`src/rtl/mgmt2w_pkg.sv`:
```
package mgmt2w_pkg;

  localparam int BYTE_W = 8;
  localparam int WORD_W = 16;
  localparam int STEP_W = 3;
  localparam int IDX_W  = 3;

  // one pin action per half-period slot
  typedef enum logic [3:0] {
    ACT_NONE,
    ACT_OPEN,        // drive both lines, clock low, data high
    ACT_CLK_HI,
    ACT_CLK_LO,
    ACT_DAT_LO,
    ACT_DAT_HI,
    ACT_STOP_EDGE,   // data low and clock high together
    ACT_TX_BIT,      // drive data with the bit value
    ACT_RX_RISE,     // release data, clock high
    ACT_RX_FALL,     // clock low
    ACT_RX_FALL_DRV, // clock low, drive data low again
    ACT_RELEASE
  } pin_act_e;

  typedef enum logic [2:0] {
    ST_IDLE,
    ST_START,
    ST_TX,
    ST_ACK,
    ST_RX,
    ST_MACK,
    ST_STOP
  } seq_st_e;

  typedef struct packed {
    logic              is_read;
    logic              no_ack;
    logic [WORD_W-1:0] addr;
    logic [WORD_W-1:0] wdata;
  } xfer_t;

endpackage

```
`src/rtl/mgmt2w_halfcnt.sv`:
```
module mgmt2w_halfcnt #(
  parameter int HALF_CYCLES = 4
) (
  input  logic clk,
  input  logic rst_n,
  input  logic run,
  output logic tick
);
  localparam int CW = (HALF_CYCLES > 1) ? $clog2(HALF_CYCLES) : 1;
  localparam logic [CW-1:0] LAST = CW'(HALF_CYCLES - 1);

  logic [CW-1:0] cnt_q, cnt_d;

  always_comb begin
    if (!run)              cnt_d = '0;
    else if (cnt_q == LAST) cnt_d = '0;
    else                   cnt_d = cnt_q + 1'b1;
  end

  assign tick = run && (cnt_q == LAST);

  always_ff @(posedge clk or negedge rst_n) begin
    if (!rst_n) cnt_q <= '0;
    else        cnt_q <= cnt_d;
  end

  AST_CNT_RANGE: assert property (@(posedge clk) disable iff (!rst_n)
    cnt_q <= LAST) else $error("half-period counter out of range");

  generate
    if (HALF_CYCLES > 1) begin : g_gap
      AST_TICK_GAP: assert property (@(posedge clk) disable iff (!rst_n)
        tick |=> !tick) else $error("slots closer than one half period");
    end
  endgenerate

endmodule

```
`src/rtl/mgmt2w_pins.sv`:
```
module mgmt2w_pins
  import mgmt2w_pkg::*;
(
  input  logic     clk,
  input  logic     rst_n,
  input  logic     tick,
  input  pin_act_e act,
  input  logic     act_bit,
  output logic     clk_o,
  output logic     clk_oe,
  output logic     dat_o,
  output logic     dat_oe
);
  logic clk_q, clk_d, clk_oe_q, clk_oe_d;
  logic dat_q, dat_d, dat_oe_q, dat_oe_d;

  always_comb begin
    clk_d    = clk_q;
    clk_oe_d = clk_oe_q;
    dat_d    = dat_q;
    dat_oe_d = dat_oe_q;
    if (tick) begin
      unique case (act)
        ACT_OPEN: begin
          clk_oe_d = 1'b1; dat_oe_d = 1'b1; clk_d = 1'b0; dat_d = 1'b1;
        end
        ACT_CLK_HI:    clk_d = 1'b1;
        ACT_CLK_LO:    clk_d = 1'b0;
        ACT_DAT_LO:    dat_d = 1'b0;
        ACT_DAT_HI:    dat_d = 1'b1;
        ACT_STOP_EDGE: begin dat_d = 1'b0; clk_d = 1'b1; end
        ACT_TX_BIT:    begin dat_oe_d = 1'b1; dat_d = act_bit; end
        ACT_RX_RISE:   begin dat_oe_d = 1'b0; clk_d = 1'b1; end
        ACT_RX_FALL:   clk_d = 1'b0;
        ACT_RX_FALL_DRV: begin
          clk_d = 1'b0; dat_oe_d = 1'b1; dat_d = 1'b0;
        end
        ACT_RELEASE:   begin clk_oe_d = 1'b0; dat_oe_d = 1'b0; end
        default: ;
      endcase
    end
  end

  always_ff @(posedge clk or negedge rst_n) begin
    if (!rst_n) begin
      clk_q    <= 1'b0;
      clk_oe_q <= 1'b0;
      dat_q    <= 1'b0;
      dat_oe_q <= 1'b0;
    end else begin
      clk_q    <= clk_d;
      clk_oe_q <= clk_oe_d;
      dat_q    <= dat_d;
      dat_oe_q <= dat_oe_d;
    end
  end

  assign clk_o  = clk_q;
  assign clk_oe = clk_oe_q;
  assign dat_o  = dat_q;
  assign dat_oe = dat_oe_q;

  AST_MOVE_ON_TICK: assert property (@(posedge clk) disable iff (!rst_n)
    (!$stable(clk_q) || !$stable(dat_q) || !$stable(clk_oe_q) || !$stable(dat_oe_q))
      |-> $past(tick)) else $error("pin moved outside a slot");

  AST_DAT_NEEDS_CLK: assert property (@(posedge clk) disable iff (!rst_n)
    !clk_oe_q |-> !dat_oe_q) else $error("data driven with clock released");

endmodule

```
`src/rtl/mgmt2w_seq.sv`:
```
module mgmt2w_seq
  import mgmt2w_pkg::*;
#(
  parameter logic [7:0] READ_CMD  = 8'hA9,
  parameter logic [7:0] WRITE_CMD = 8'hA8,
  parameter int         MAX_RETRY = 5
) (
  input  logic              clk,
  input  logic              rst_n,
  input  logic              tick,
  input  logic              req_valid,
  input  xfer_t             req_in,
  input  logic              dat_i,
  output pin_act_e          act,
  output logic              act_bit,
  output logic              busy,
  output logic              done,
  output logic              err,
  output logic [WORD_W-1:0] rdata
);
  localparam int RW = $clog2(MAX_RETRY + 1);
  localparam logic [RW-1:0] RETRY_LAST = RW'(MAX_RETRY);
  localparam logic [IDX_W-1:0] LAST_BYTE = IDX_W'(4);
  localparam logic [IDX_W-1:0] ADDR_HI   = IDX_W'(2);

  seq_st_e            st_q, st_d;
  logic [STEP_W-1:0]  step_q, step_d;
  logic [IDX_W-1:0]   bit_q, bit_d;
  logic [IDX_W-1:0]   byte_q, byte_d;
  logic [RW-1:0]      retry_q, retry_d;
  logic [BYTE_W-1:0]  sh_q, sh_d;
  logic [WORD_W-1:0]  rx_q, rx_d;
  logic               hi_q, hi_d;
  logic               fail_q, fail_d;
  xfer_t              req_q, req_d;
  logic               done_q, done_d;
  logic               err_q, err_d;
  logic [WORD_W-1:0]  rdata_q, rdata_d;

  function automatic logic [BYTE_W-1:0] pick_byte(input xfer_t rq, input logic [IDX_W-1:0] idx);
    case (idx)
      3'd0:    pick_byte = rq.is_read ? READ_CMD : WRITE_CMD;
      3'd1:    pick_byte = rq.addr[7:0];
      3'd2:    pick_byte = rq.addr[15:8];
      3'd3:    pick_byte = rq.wdata[7:0];
      default: pick_byte = rq.wdata[15:8];
    endcase
  endfunction

  always_comb begin
    st_d    = st_q;
    step_d  = step_q;
    bit_d   = bit_q;
    byte_d  = byte_q;
    retry_d = retry_q;
    sh_d    = sh_q;
    rx_d    = rx_q;
    hi_d    = hi_q;
    fail_d  = fail_q;
    req_d   = req_q;
    rdata_d = rdata_q;
    done_d  = 1'b0;
    err_d   = 1'b0;
    act     = ACT_NONE;
    act_bit = 1'b0;

    if (st_q == ST_IDLE) begin
      if (req_valid) begin
        req_d  = req_in;
        st_d   = ST_START;
        step_d = '0;
        fail_d = 1'b0;
      end
    end else if (tick) begin
      unique case (st_q)
        ST_START: begin
          step_d = step_q + 1'b1;
          case (step_q)
            3'd0: act = ACT_OPEN;
            3'd1: act = ACT_CLK_HI;
            3'd2: act = ACT_CLK_LO;
            3'd3: act = ACT_CLK_HI;
            3'd4: act = ACT_DAT_LO;
            3'd5: act = ACT_CLK_LO;
            default: begin
              act    = ACT_DAT_HI;
              st_d   = ST_TX;
              step_d = '0;
              byte_d = '0;
              bit_d  = 3'd7;
              sh_d   = pick_byte(req_q, 3'd0);
            end
          endcase
        end

        ST_TX: begin
          step_d = step_q + 1'b1;
          case (step_q)
            3'd0: begin act = ACT_TX_BIT; act_bit = sh_q[BYTE_W-1]; end
            3'd1: act = ACT_CLK_HI;
            default: begin
              act    = ACT_CLK_LO;
              step_d = '0;
              if (bit_q == '0) begin
                retry_d = '0;
                if (!req_q.is_read && req_q.no_ack && byte_q == LAST_BYTE) st_d = ST_STOP;
                else                                                      st_d = ST_ACK;
              end else begin
                bit_d = bit_q - 1'b1;
                sh_d  = {sh_q[BYTE_W-2:0], 1'b0};
              end
            end
          endcase
        end

        ST_ACK: begin
          if (step_q == '0) begin
            act    = ACT_RX_RISE;
            step_d = 3'd1;
          end else begin
            act    = ACT_RX_FALL_DRV;
            step_d = '0;
            if (!dat_i) begin
              if (req_q.is_read && byte_q == ADDR_HI) begin
                st_d  = ST_RX;
                bit_d = 3'd7;
                hi_d  = 1'b0;
              end else if (byte_q == LAST_BYTE) begin
                st_d = ST_STOP;
              end else begin
                st_d   = ST_TX;
                byte_d = byte_q + 1'b1;
                bit_d  = 3'd7;
                sh_d   = pick_byte(req_q, byte_q + 1'b1);
              end
            end else if (retry_q == RETRY_LAST) begin
              fail_d = 1'b1;
              st_d   = ST_STOP;
            end else begin
              retry_d = retry_q + 1'b1;
            end
          end
        end

        ST_RX: begin
          if (step_q == '0) begin
            act    = ACT_RX_RISE;
            step_d = 3'd1;
          end else begin
            act    = (bit_q == '0) ? ACT_RX_FALL_DRV : ACT_RX_FALL;
            step_d = '0;
            rx_d   = {rx_q[WORD_W-2:0], dat_i};
            if (bit_q == '0) st_d  = ST_MACK;
            else             bit_d = bit_q - 1'b1;
          end
        end

        ST_MACK: begin
          step_d = step_q + 1'b1;
          case (step_q)
            3'd0: begin act = ACT_TX_BIT; act_bit = hi_q; end
            3'd1: act = ACT_CLK_HI;
            default: begin
              act    = ACT_CLK_LO;
              step_d = '0;
              if (hi_q) begin
                st_d = ST_STOP;
              end else begin
                hi_d  = 1'b1;
                bit_d = 3'd7;
                st_d  = ST_RX;
              end
            end
          endcase
        end

        ST_STOP: begin
          step_d = step_q + 1'b1;
          case (step_q)
            3'd0: act = ACT_STOP_EDGE;
            3'd1: act = ACT_DAT_HI;
            3'd2: act = ACT_CLK_HI;
            3'd3: act = ACT_CLK_LO;
            3'd4: act = ACT_CLK_HI;
            3'd5: act = ACT_CLK_LO;
            3'd6: act = ACT_CLK_HI;
            default: begin
              act    = ACT_RELEASE;
              st_d   = ST_IDLE;
              step_d = '0;
              done_d = 1'b1;
              err_d  = fail_q;
              if (!fail_q && req_q.is_read)
                rdata_d = {rx_q[BYTE_W-1:0], rx_q[WORD_W-1:BYTE_W]};
            end
          endcase
        end

        default: st_d = ST_IDLE;
      endcase
    end
  end

  always_ff @(posedge clk or negedge rst_n) begin
    if (!rst_n) begin
      st_q    <= ST_IDLE;
      step_q  <= '0;
      bit_q   <= '0;
      byte_q  <= '0;
      retry_q <= '0;
      sh_q    <= '0;
      rx_q    <= '0;
      hi_q    <= 1'b0;
      fail_q  <= 1'b0;
      req_q   <= '0;
      done_q  <= 1'b0;
      err_q   <= 1'b0;
      rdata_q <= '0;
    end else begin
      st_q    <= st_d;
      step_q  <= step_d;
      bit_q   <= bit_d;
      byte_q  <= byte_d;
      retry_q <= retry_d;
      sh_q    <= sh_d;
      rx_q    <= rx_d;
      hi_q    <= hi_d;
      fail_q  <= fail_d;
      req_q   <= req_d;
      done_q  <= done_d;
      err_q   <= err_d;
      rdata_q <= rdata_d;
    end
  end

  assign busy  = (st_q != ST_IDLE);
  assign done  = done_q;
  assign err   = err_q;
  assign rdata = rdata_q;

  AST_DONE_PULSE: assert property (@(posedge clk) disable iff (!rst_n)
    done_q |=> !done_q) else $error("done wider than one cycle");

  AST_ERR_WITH_DONE: assert property (@(posedge clk) disable iff (!rst_n)
    err_q |-> done_q) else $error("error flag without done");

  AST_RETRY_BOUND: assert property (@(posedge clk) disable iff (!rst_n)
    retry_q <= RETRY_LAST) else $error("retry count past its limit");

  AST_RDATA_HOLD: assert property (@(posedge clk) disable iff (!rst_n)
    !$stable(rdata_q) |-> (done_q && !err_q)) else $error("read result moved outside a good completion");

  AST_IDLE_AT_DONE: assert property (@(posedge clk) disable iff (!rst_n)
    done_q |-> (st_q == ST_IDLE)) else $error("done while still sequencing");

endmodule

```
`src/rtl/mgmt2w_master.sv`:
```
module mgmt2w_master
  import mgmt2w_pkg::*;
#(
  parameter int         HALF_CYCLES = 4,
  parameter logic [7:0] READ_CMD    = 8'hA9,
  parameter logic [7:0] WRITE_CMD   = 8'hA8,
  parameter int         MAX_RETRY   = 5
) (
  input  logic        clk,
  input  logic        rst_n,
  input  logic        req_valid,
  input  logic        req_read,
  input  logic        req_noack,
  input  logic [15:0] req_addr,
  input  logic [15:0] req_wdata,
  output logic        busy,
  output logic        done,
  output logic        err,
  output logic [15:0] rdata,
  output logic        mclk_o,
  output logic        mclk_oe,
  output logic        mdat_o,
  output logic        mdat_oe,
  input  logic        mdat_i
);
  // reset asserts at once, releases on a clock edge
  logic [1:0] rst_sync_q;
  logic       core_rst_n;

  always_ff @(posedge clk or negedge rst_n) begin
    if (!rst_n) rst_sync_q <= 2'b00;
    else        rst_sync_q <= {rst_sync_q[0], 1'b1};
  end
  assign core_rst_n = rst_sync_q[1];

  xfer_t    req_bus;
  pin_act_e act;
  logic     act_bit;
  logic     tick;

  assign req_bus.is_read = req_read;
  assign req_bus.no_ack  = req_noack;
  assign req_bus.addr    = req_addr;
  assign req_bus.wdata   = req_wdata;

  mgmt2w_halfcnt #(.HALF_CYCLES(HALF_CYCLES)) u_halfcnt (
    .clk   (clk),
    .rst_n (core_rst_n),
    .run   (busy),
    .tick  (tick)
  );

  mgmt2w_seq #(
    .READ_CMD  (READ_CMD),
    .WRITE_CMD (WRITE_CMD),
    .MAX_RETRY (MAX_RETRY)
  ) u_seq (
    .clk       (clk),
    .rst_n     (core_rst_n),
    .tick      (tick),
    .req_valid (req_valid),
    .req_in    (req_bus),
    .dat_i     (mdat_i),
    .act       (act),
    .act_bit   (act_bit),
    .busy      (busy),
    .done      (done),
    .err       (err),
    .rdata     (rdata)
  );

  mgmt2w_pins u_pins (
    .clk     (clk),
    .rst_n   (core_rst_n),
    .tick    (tick),
    .act     (act),
    .act_bit (act_bit),
    .clk_o   (mclk_o),
    .clk_oe  (mclk_oe),
    .dat_o   (mdat_o),
    .dat_oe  (mdat_oe)
  );

  AST_RELEASED_AT_DONE: assert property (@(posedge clk) disable iff (!core_rst_n)
    done |-> (!mclk_oe && !mdat_oe)) else $error("lines still driven at done");

  AST_BUSY_DRIVES: assert property (@(posedge clk) disable iff (!core_rst_n)
    (mclk_oe && !$fell(busy)) |-> busy) else $error("clock driven while idle");

endmodule

```
`config.mk`:
```
export PLATFORM = sky130hd
export DESIGN_NAME = mgmt2w_master
export DESIGN_NICKNAME = d
export VERILOG_FILES = /design/src/rtl/mgmt2w_pkg.sv /design/src/rtl/mgmt2w_halfcnt.sv /design/src/rtl/mgmt2w_pins.sv /design/src/rtl/mgmt2w_seq.sv /design/src/rtl/mgmt2w_master.sv
export SDC_FILE = /design/constraint.sdc
export NUM_CORES = 1
export LEC_CHECK = 0
export CORE_ASPECT_RATIO = 0.75
export CORE_MARGIN = 8
export CORE_UTILIZATION = 59
export CTS_CLUSTER_SIZE = 16
export DETAILED_ROUTE_END_ITERATION = 16
export DONT_BUFFER_PORTS = 1
export PLACE_DENSITY = 0.75
export SYNTH_ARGS = -nofsm -noshare
export SYNTH_HDL_FRONTEND = slang
export SYNTH_SLANG_ARGS = --single-unit
```
`constraint.sdc`:
```
create_clock -name clk -period 4.59 [get_ports clk]
set_clock_uncertainty 0.1 [all_clocks]
set_input_delay 0.918 -clock clk [delete_from_list [all_inputs] [get_ports clk]]
set_output_delay 0.918 -clock clk [all_outputs]
set_load 0.01 [all_outputs]
```
Word level (Yosys, flattened, before mapping)
Index checks and enable logic that the tools add are counted.
- add/sub/neg operators: 5
- eq/ne operators: 56
- bitwise operators: 3
- multiplexer cells: 98
- reduce and logical (&&, ||, !) cells: 56
- operators by type and width (operator ; number):
    3-bit 2-to-1 mux ; 42
    8-bit 2-to-1 mux ; 7
    8-bit case mux with 4 select lines ; 1
    2-bit != test (second input constant) ; 13
    3-bit == test (second input constant) ; 8
    1-bit 2-to-1 mux ; 24
    3-bit case mux with 4 select lines ; 2
    8-bit case mux with 3 select lines ; 1
    11-bit AND reduction ; 2
    3-bit by 2-bit == test with 1-bit output (second input constant) ; 7
    4-bit case mux with 5 select lines ; 1
    2-bit nonzero test ; 10
    3-bit by 2-bit != test with 1-bit output (second input constant) ; 6
    3-bit case mux with 2 select lines ; 3
    3-bit case mux with 6 select lines ; 1
    4-bit by 3-bit == test with 1-bit output (second input constant) ; 4
    4-bit == test (second input constant) ; 4
    4-bit case mux with 4 select lines ; 1
    8-bit AND reduction ; 2
    2-bit OR reduction ; 8
    3-bit case mux with 5 select lines ; 1
    3-bit zero test ; 4
    4-bit 2-to-1 mux ; 3
    3-bit OR reduction ; 4
    other kinds (29) ; 59
- word-level logic and storage cells: 240
- register bits after elaboration: 101
- output and inout port bits: 23
- input port bits: 38

Longest topological paths before layout
Gate-level depths: netlist of run 1.
- word-level depth: 10
- mapped depth: 10
- mapped depth without buffers: 8

By module
Synthesis of run 1 repeated with hierarchy kept, for this count alone.
- cells, all modules: 486
- area total of the unflattened synthesis: 5391.4 µm²
- modules (own cells, without submodules) (module ; instances ; area each (µm²) ; sequential area each (µm²) ; cells an instance):
    mgmt2w_seq ; 1 ; 4983.5 ; 2327.2 ; 447
    mgmt2w_pins ; 1 ; 265.3 ; 100.1 ; 30
    mgmt2w_halfcnt ; 1 ; 88.8 ; 50.0 ; 6
    mgmt2w_master ; 1 ; 53.8 ; 50.0 ; 3

Least setup slack after synthesis of run 1
No wires, ideal clock.
- kind: reg-to-reg
- from: register u_seq.step_q[0]
- to: register u_seq.rdata_q[10], in the netlist u_seq.rdata[10]
- setup time: 0.125 ns
- arrival time: 2.324 ns
- data required time: 4.365 ns
- path buffers: 2
- slack: 2.041 ns
- period minus slack after synthesis: 2.549 ns
- stages on the path, launching flop included: 9
- cells stage by stage: dfrtp_1 ha_1 ha_1 or4_4 nor3_2 and3b_1 buf_6 buf_12 mux2_4
- word-level cells in the longest chain between the ends: 4
- elaborated cells on any way between the ends: 10
- those cells by class: 6 x eq/ne; 1 x bitwise; 3 x reduce/logical
- ends and longest elaborated chain (what ; RTL line ; source):
    from (decl) ; mgmt2w_seq.sv:27 ; logic [STEP_W-1:0] step_q, step_d;
    from (signal assigned) ; mgmt2w_seq.sv:221 ; step_q <= step_d;
    3-bit by 1-bit == test with 1-bit output, or another cell as far along ; mgmt2w_seq.sv:179 ; case (step_q)
    7-bit OR reduction (no source line) (*) ; n/a ;
    1-bit NOT (no source line) (*) ; n/a ;
    5-bit AND reduction (no source line) (*) ; n/a ;
    to (signal assigned) ; mgmt2w_seq.sv:232 ; rdata_q <= rdata_d;
    to (decl) ; mgmt2w_seq.sv:38 ; logic [WORD_W-1:0] rdata_q, rdata_d;
Mark *: on every way between the ends. The rest lies on a longest branch, timed or not.
A chain may end at the register's enable or synchronous reset.

Worst setup path after layout of run 1
- from: register u_seq.step_q[2]
- to: register u_seq.rdata_q[2], in the netlist u_seq.rdata[2]
The elaborated chain is that of the path after synthesis.

==> results of run 1 <==
## flip-flops by register name, summed over array words and instances (netlist names), 3 cells and up
| register | flops |
|---|---|
| u_seq.retry_q | 3 |
| u_seq.bit_q | 3 |
| u_seq.rx_q | 16 |
| u_seq.sh_q | 8 |
| u_seq.st_q | 3 |
| u_seq.byte_q | 3 |
| u_seq.rdata | 16 |
| u_seq.req_q | 34 |
| u_seq.step_q | 3 |
## cells by family after synthesis
logic type / synth area share
flip-flops: 0.475
AND/OR/NAND/NOR: 0.198
buffers and inverters: 0.0451
other: 0.000704
adder cells (fa/ha/maj): 0.0442
multiplexers: 0.101
AO/OA/AOI/OAI: 0.136
## cells in the final DEF, fill, tap and decap left out, drive strengths merged, types with 10 or more instances in the layout
cell type,synthesis,routed
inv,14,15
ha,18,18
clkbuf,13,10
nand3,12,12
nand2,127,127
mux2,41,41
nor2,31,31
dfrtp,101,101
o21ai,22,22
a21oi,24,24
## worst reg2reg max path, cell delays in order (launching register included)
cell	delay, ps
dfrtp_1	640
inv_1	170
ha_1	280
or4_4	550
nor3_2	240
and3b_1	830
mux2_2	430
## layout make-up
type	instances	share of cell area
timing repair buffer	5	0.00666
clock inverter	5	0.0151
tap	112	0.0249
inverter	14	0.00933
clock buffer	10	0.0406
sequential	101	0.449
multi-input combinational	390	0.454
## through the flow
stage	power [mW]	std cells	hold slack, ps
global placement	0.928	622	237
floorplan	0.922	537	231
global route	1.77	637	141
CTS	1.74	637	151
detailed placement	0.928	622	237
finish	1.72	637	157
## routing by layer
metal	part of all wire	vias to the layer above	GRT usage
met3	0.081	11	0.0642
met4	0.0077	0	0.0373
met1	0.47	1934	0.277
met2	0.44	123	0.290
li1	-	1856	-
met5	0	-	0
## worst paths after layout
| kind | cells after the start | from | slack [ps] | to |
|---|---|---|---|---|
| setup / recovery | 6 | u_seq.step_q[2] | 1230 | u_seq.rdata[2] |
| hold reg to reg | 0 | rst_sync_q[0] | 260 | rst_sync_q[1] |
| hold / removal | 0 | rst_n | 160 | rst_sync_q[1] |
| max in group asynchronous | 1 | rst_sync_q[1] | 3140 | u_pins.dat_oe |
| setup reg to reg | 6 | u_seq.step_q[2] | 1230 | u_seq.rdata[2] |
| min in group clk | 0 | rst_sync_q[0] | 260 | rst_sync_q[1] |
## power groups by stage
stage | Clock [mW] | Combinational, mW | Sequential (mW)
detailed placement | 0 | 0.00873 | 0.920
global route | 0.861 | 0.00956 | 0.903
global placement | 0 | 0.00849 | 0.919
floorplan | 0 | 0.00163 | 0.921
CTS | 0.825 | 0.00866 | 0.902
finish | 0.811 | 0.00812 | 0.902
==> reports/qor.yml, run 1 <==
insertion_delay_ps: 350
placed_cell_area_um2: 5320
syn_inst: 537
rsz0062_at_grt: "no"
seq_area_frac_synth: 0.475
drc_errors: 0
ctsRootBufferMaster: "clkbuf_16"
numPortBuffers: 0
ys_warn_count: 0
dp_hpwl_um: 8380
p_switching_mw: 0.349
syn_to_final_growth_pct: 5.78
arrival_ps: 3500
wire_per_inst_um: 18.4
fin_util: 0.633
clk_path_buf_depth: 2
combPwrFrac: 0.005
final_cell_area_um2: 5630
synth_top_cell_by_area: "dfrtp_1"
synth_most_common_cell: "nand2_1"
synth_cell_type_count: 68
netlist.area_leader.share: 0.475
required_ps: 4720
ys_ff_latch: 101
leakagePower_nw: 2.74
multi_input_area_um2: 2560
synth_nets: 593
status: "finished, final reports clean"
path_buf_inv: 1
grt_pass1_wl_um: 19800
antenna_cells: 0
clockPowerShare: 0.471
place_ws_ps: 1230
slew_headroom: 0.365
period_needed_ps: 3360
pin_count: 61
avgSynthCellArea_um2: 9.92
die_area_um2: 12400
path_cells: "inv_1 > ha_1 > or4_4 > nor3_2 > and3b_1 > mux2_2"
routed_wl_um: 11700
regArea_um2: 2530
drtPass1Iterations: 5
holdBufCountCts: 0
crit_type: "reg2reg"
setup_viol_count_final: 0
min_path_type: "in2async"
num_vias: 3924
ys.flop_type: "dfrtp_1"
initialDrtViolationCount: 432
synth-edff-count: 0
tns_ps: 0
layout_setup_ws_ps: 1230
htree_levels: 3
grt_pass1_vias: 3912
p_per_area_nw_per_um2: 305
crit_path_end_kind: "flip-flop"
antenna_found_initial: 0
rows: 30
worst_slew_pin_slew_ps: 952
critical_path.top_delay_family: "simple AND/OR/NAND/NOR gates"
antenna_left: 0
core_area_um2: 8900
cp_slowest_cell: "and3b_1"
drive_gt1_frac: 0.141
gr-total-overflow: 0
p_seq_frac: 0.524
clock.fmax_mhz: 297
synth_common_cells: "nand2_1 (127), dfrtp_1 (101), mux2_2 (31), nor2_1 (31), a21oi_1 (24)"
async_flop_share: 1.00
synth_area_um2: 5330
clk_pin_slew_ps: 70
fin_crit_sh: 0.733
cts_resized: 0
slowest_delay_ps: 830
maxCapViolCount: 0
grt_max_degree: 63
switching_share: 0.203
viasPerCell: 6.16
internal_power_mw: 1.37
die_y_um: 98.3
grt_use_total: 0.197
initial_core_util: 0.599
cts_inserted_buffers: 9
tritoncts: "done"
synthTopCellsByArea: "dfrtp_1 (47%), nand2_1 (8.9%), mux2_2 (6.6%), ha_1 (4.2%), mux2_4 (2.8%)"
final_hold_viol_count: 0
start_kind: "flip-flop"
num-fill-cells: 712
clock-sinks: 101
gp_congestion: 0.882
worstPathMaxFanout: 18
drv_slew: 0
die_w_um: 126
fin_nets: 577
cts_setup_buffers: 0
max-vdd-ir-drop_mv: 0.194
No activity file was read; power rests on OpenSTA's default activity.
==> run 2, diff against run 1 <==
--- a/config.mk
+++ b/config.mk
@@ -7,11 +7,11 @@
 export LEC_CHECK = 0
 export CORE_ASPECT_RATIO = 0.75
 export CORE_MARGIN = 8
-export CORE_UTILIZATION = 59
+export CORE_UTILIZATION = 58
 export CTS_CLUSTER_SIZE = 16
 export DETAILED_ROUTE_END_ITERATION = 16
 export DONT_BUFFER_PORTS = 1
-export PLACE_DENSITY = 0.75
+export PLACE_DENSITY = 0.76
 export SYNTH_ARGS = -nofsm -noshare
 export SYNTH_HDL_FRONTEND = slang
 export SYNTH_SLANG_ARGS = --single-unit
==> constraint.sdc (replaced) <==
create_clock -name clk -period 2.8 [get_ports clk]
set_clock_uncertainty 0.1 [all_clocks]
set_input_delay 0.56 -clock clk [delete_from_list [all_inputs] [get_ports clk]]
set_output_delay 0.56 -clock clk [all_outputs]
set_load 0.01 [all_outputs]
==> reports/qor.yml, run 2 (synthesis gave the netlist of run 1 again) <==
status: "finished, final reports clean"
clk_path_buf_depth: 2  # unchanged
antenna_found_initial: 0  # unchanged
htree_levels: 3  # unchanged
cts_setup_buffers: 0  # unchanged
tritoncts: "done"
crit_path_end_kind: "flip-flop"
cp_slowest_cell: "or4_4"
cts_inserted_buffers: 9  # unchanged
grt_use_total: 0.202  # +0.00559
clock.fmax_mhz: 378  # +27%
num_vias: 4043  # +3.0%
r2r_start: "u_seq.step_q[0]"
max-vdd-ir-drop_mv: 0.377  # +94%
wire_per_inst_um: 18.8  # +2.2%
viasPerCell: 6.16  # about the same
insertion_delay_ps: 340  # about the same
arrival_ps: 2770  # -730 ps
grt_max_degree: 61  # -3.2%
antenna_cells: 0  # unchanged
reg2reg_to: "u_seq.rdata[3]"
rows: 30  # unchanged
tns_ps: 0  # unchanged
setup_viol_count_final: 0  # unchanged
start_kind: "flip-flop"
period_needed_ps: 2650  # -715 ps
gp_congestion: 0.899  # +1.9%
slowest_delay_ps: 540  # -290 ps
drv_slew: 0  # unchanged
die_w_um: 127  # +0.75%
layout_common_cells: "nand2_1 (127), dfrtp_1 (100), nor2_1 (31), mux2_2 (31), a21oi_1 (24)"
fin_util: 0.646  # +0.0126
crit_type: "reg2reg"
dp_hpwl_um: 8960  # +6.9%
grt_pass1_wl_um: 20600  # +3.7%
min_path_type: "in2reg"
required_ps: 2920  # -1800 ps
gr-total-overflow: 0  # unchanged
regMostFlops: "u_seq.req_q"
multi_input_area_um2: 2560  # +0.20%
die_y_um: 99.0  # +0.72%
antenna_left: 0  # unchanged
clk_pin_slew_ps: 70  # about the same
numPortBuffers: 0  # unchanged
crit_start: "u_seq.step_q[0]"
ctsRootBufferMaster: "clkbuf_16"
core_area_um2: 8970  # +0.84%
clock-sinks: 101  # unchanged
leakagePower_nw: 2.82  # +3.0%
path_common_cell: "ha_1"
path_cells: "ha_1 > ha_1 > or4_4 > nor3_2 > and3b_1 > buf_12 > mux2_2"
drc_errors: 0  # unchanged
final_hold_viol_count: 0  # unchanged
num-fill-cells: 748  # +5.1%
maxCapViolCount: 0  # unchanged
worst_slew_pin_slew_ps: 780  # -172 ps
die_area_um2: 12500  # +1.5%
final_common_cell: "nand2_1"
syn_to_final_growth_pct: 8.79
drive_gt1_frac: 0.169  # +0.0282
timing.critical_path.to: "u_seq.rdata[3]"
regArea_um2: 2530  # unchanged
rsz0062_at_grt: "no"
fin_nets: 595  # +3.1%
r2r_cells: 7  # +1
p_per_area_nw_per_um2: 469  # +54%
fin_crit_sh: 0.946  # +0.213
ff2ff_setup_slack_ps: 150  # -1070 ps
routed_wl_um: 12300  # +5.2%
initialDrtViolationCount: 444  # +2.8%
largest_reg_flops: 34  # unchanged
worstPathMaxFanout: 16  # -2
initial_core_util: 0.594  # -0.00501
slew_headroom: 0.480  # +0.115
drtPass1Iterations: 5  # unchanged
grt_pass1_vias: 4021  # +2.8%
pin_count: 61  # unchanged
==> run 2: how the worst min path moves through the flow <==
stage | end | cells after the start | from
after floorplan | rst_sync_q[0] | 0 | rst_n
after global placement | rst_sync_q[0] | 0 | rst_n
after detailed placement | rst_sync_q[0] | 0 | rst_n
after CTS | u_seq.req_q[12] | 2 | req_wdata[12]
after global routing | u_seq.req_q[9] | 2 | req_wdata[9]
final | u_seq.req_q[20] | 2 | req_addr[4]
==> run 2: area by class of cell <==
type	count	share of cell area
multi-input combinational	390	0.442
sequential	101	0.437
clock inverter	5	0.0106
inverter	14	0.00907
tap	112	0.0242
clock buffer	11	0.0402
timing repair buffer	23	0.0367
==> run 2: per-stage QoR <==
| step | cell area (um2) | setup WS (ps) | hold slack, ps | instances | power [mW] |
|---|---|---|---|---|---|
| 4_1_cts | 5790 | 167 | 207 | 656 | 2.75 |
| 3_5_place_dp | 5490 | 186 | 164 | 639 | 1.53 |
| 6_report | 5790 | 151 | 217 | 656 | 2.72 |
| 3_3_place_gp | 5490 | 239 | 164 | 639 | 1.52 |
| 5_1_grt | 5790 | 30.9 | 211 | 656 | 2.81 |
| 2_1_floorplan | 5330 | 251 | 164 | 537 | 1.51 |
==> run 2: where the power goes <==
group / switching [mW] / internal [mW]
clock: 0.523 / 0.698
combinational: 0.0126 / 0.00656
sequential: 0.0171 / 1.46
total: 0.553 / 2.17
==> run 2: worst max-delay path: cells and delay by family, from the launching register on <==
kind	cells	cell delay (ps)
AND/OR/NAND/NOR	3	970
flip-flops	1	430
adder cells (fa/ha/maj)	2	490
multiplexers	1	350
buffers and inverters	1	180
==> run 2: layer usage <==
layer	up-vias	track usage	share of wire
li1	1889	-	-
met1	1996	0.283	0.47
met2	145	0.299	0.44
met3	13	0.0593	0.078
met4	0	0.0547	0.011
met5	-	0	0
==> run 2: what timing repair did <==
item / 4_1_cts / 5_1_grt
hold buffers: 1 / 0
endpoints found under the setup margin: 0 / 1
endpoints found under the hold margin: 2 / 0
gates resized for setup: 0 / 1
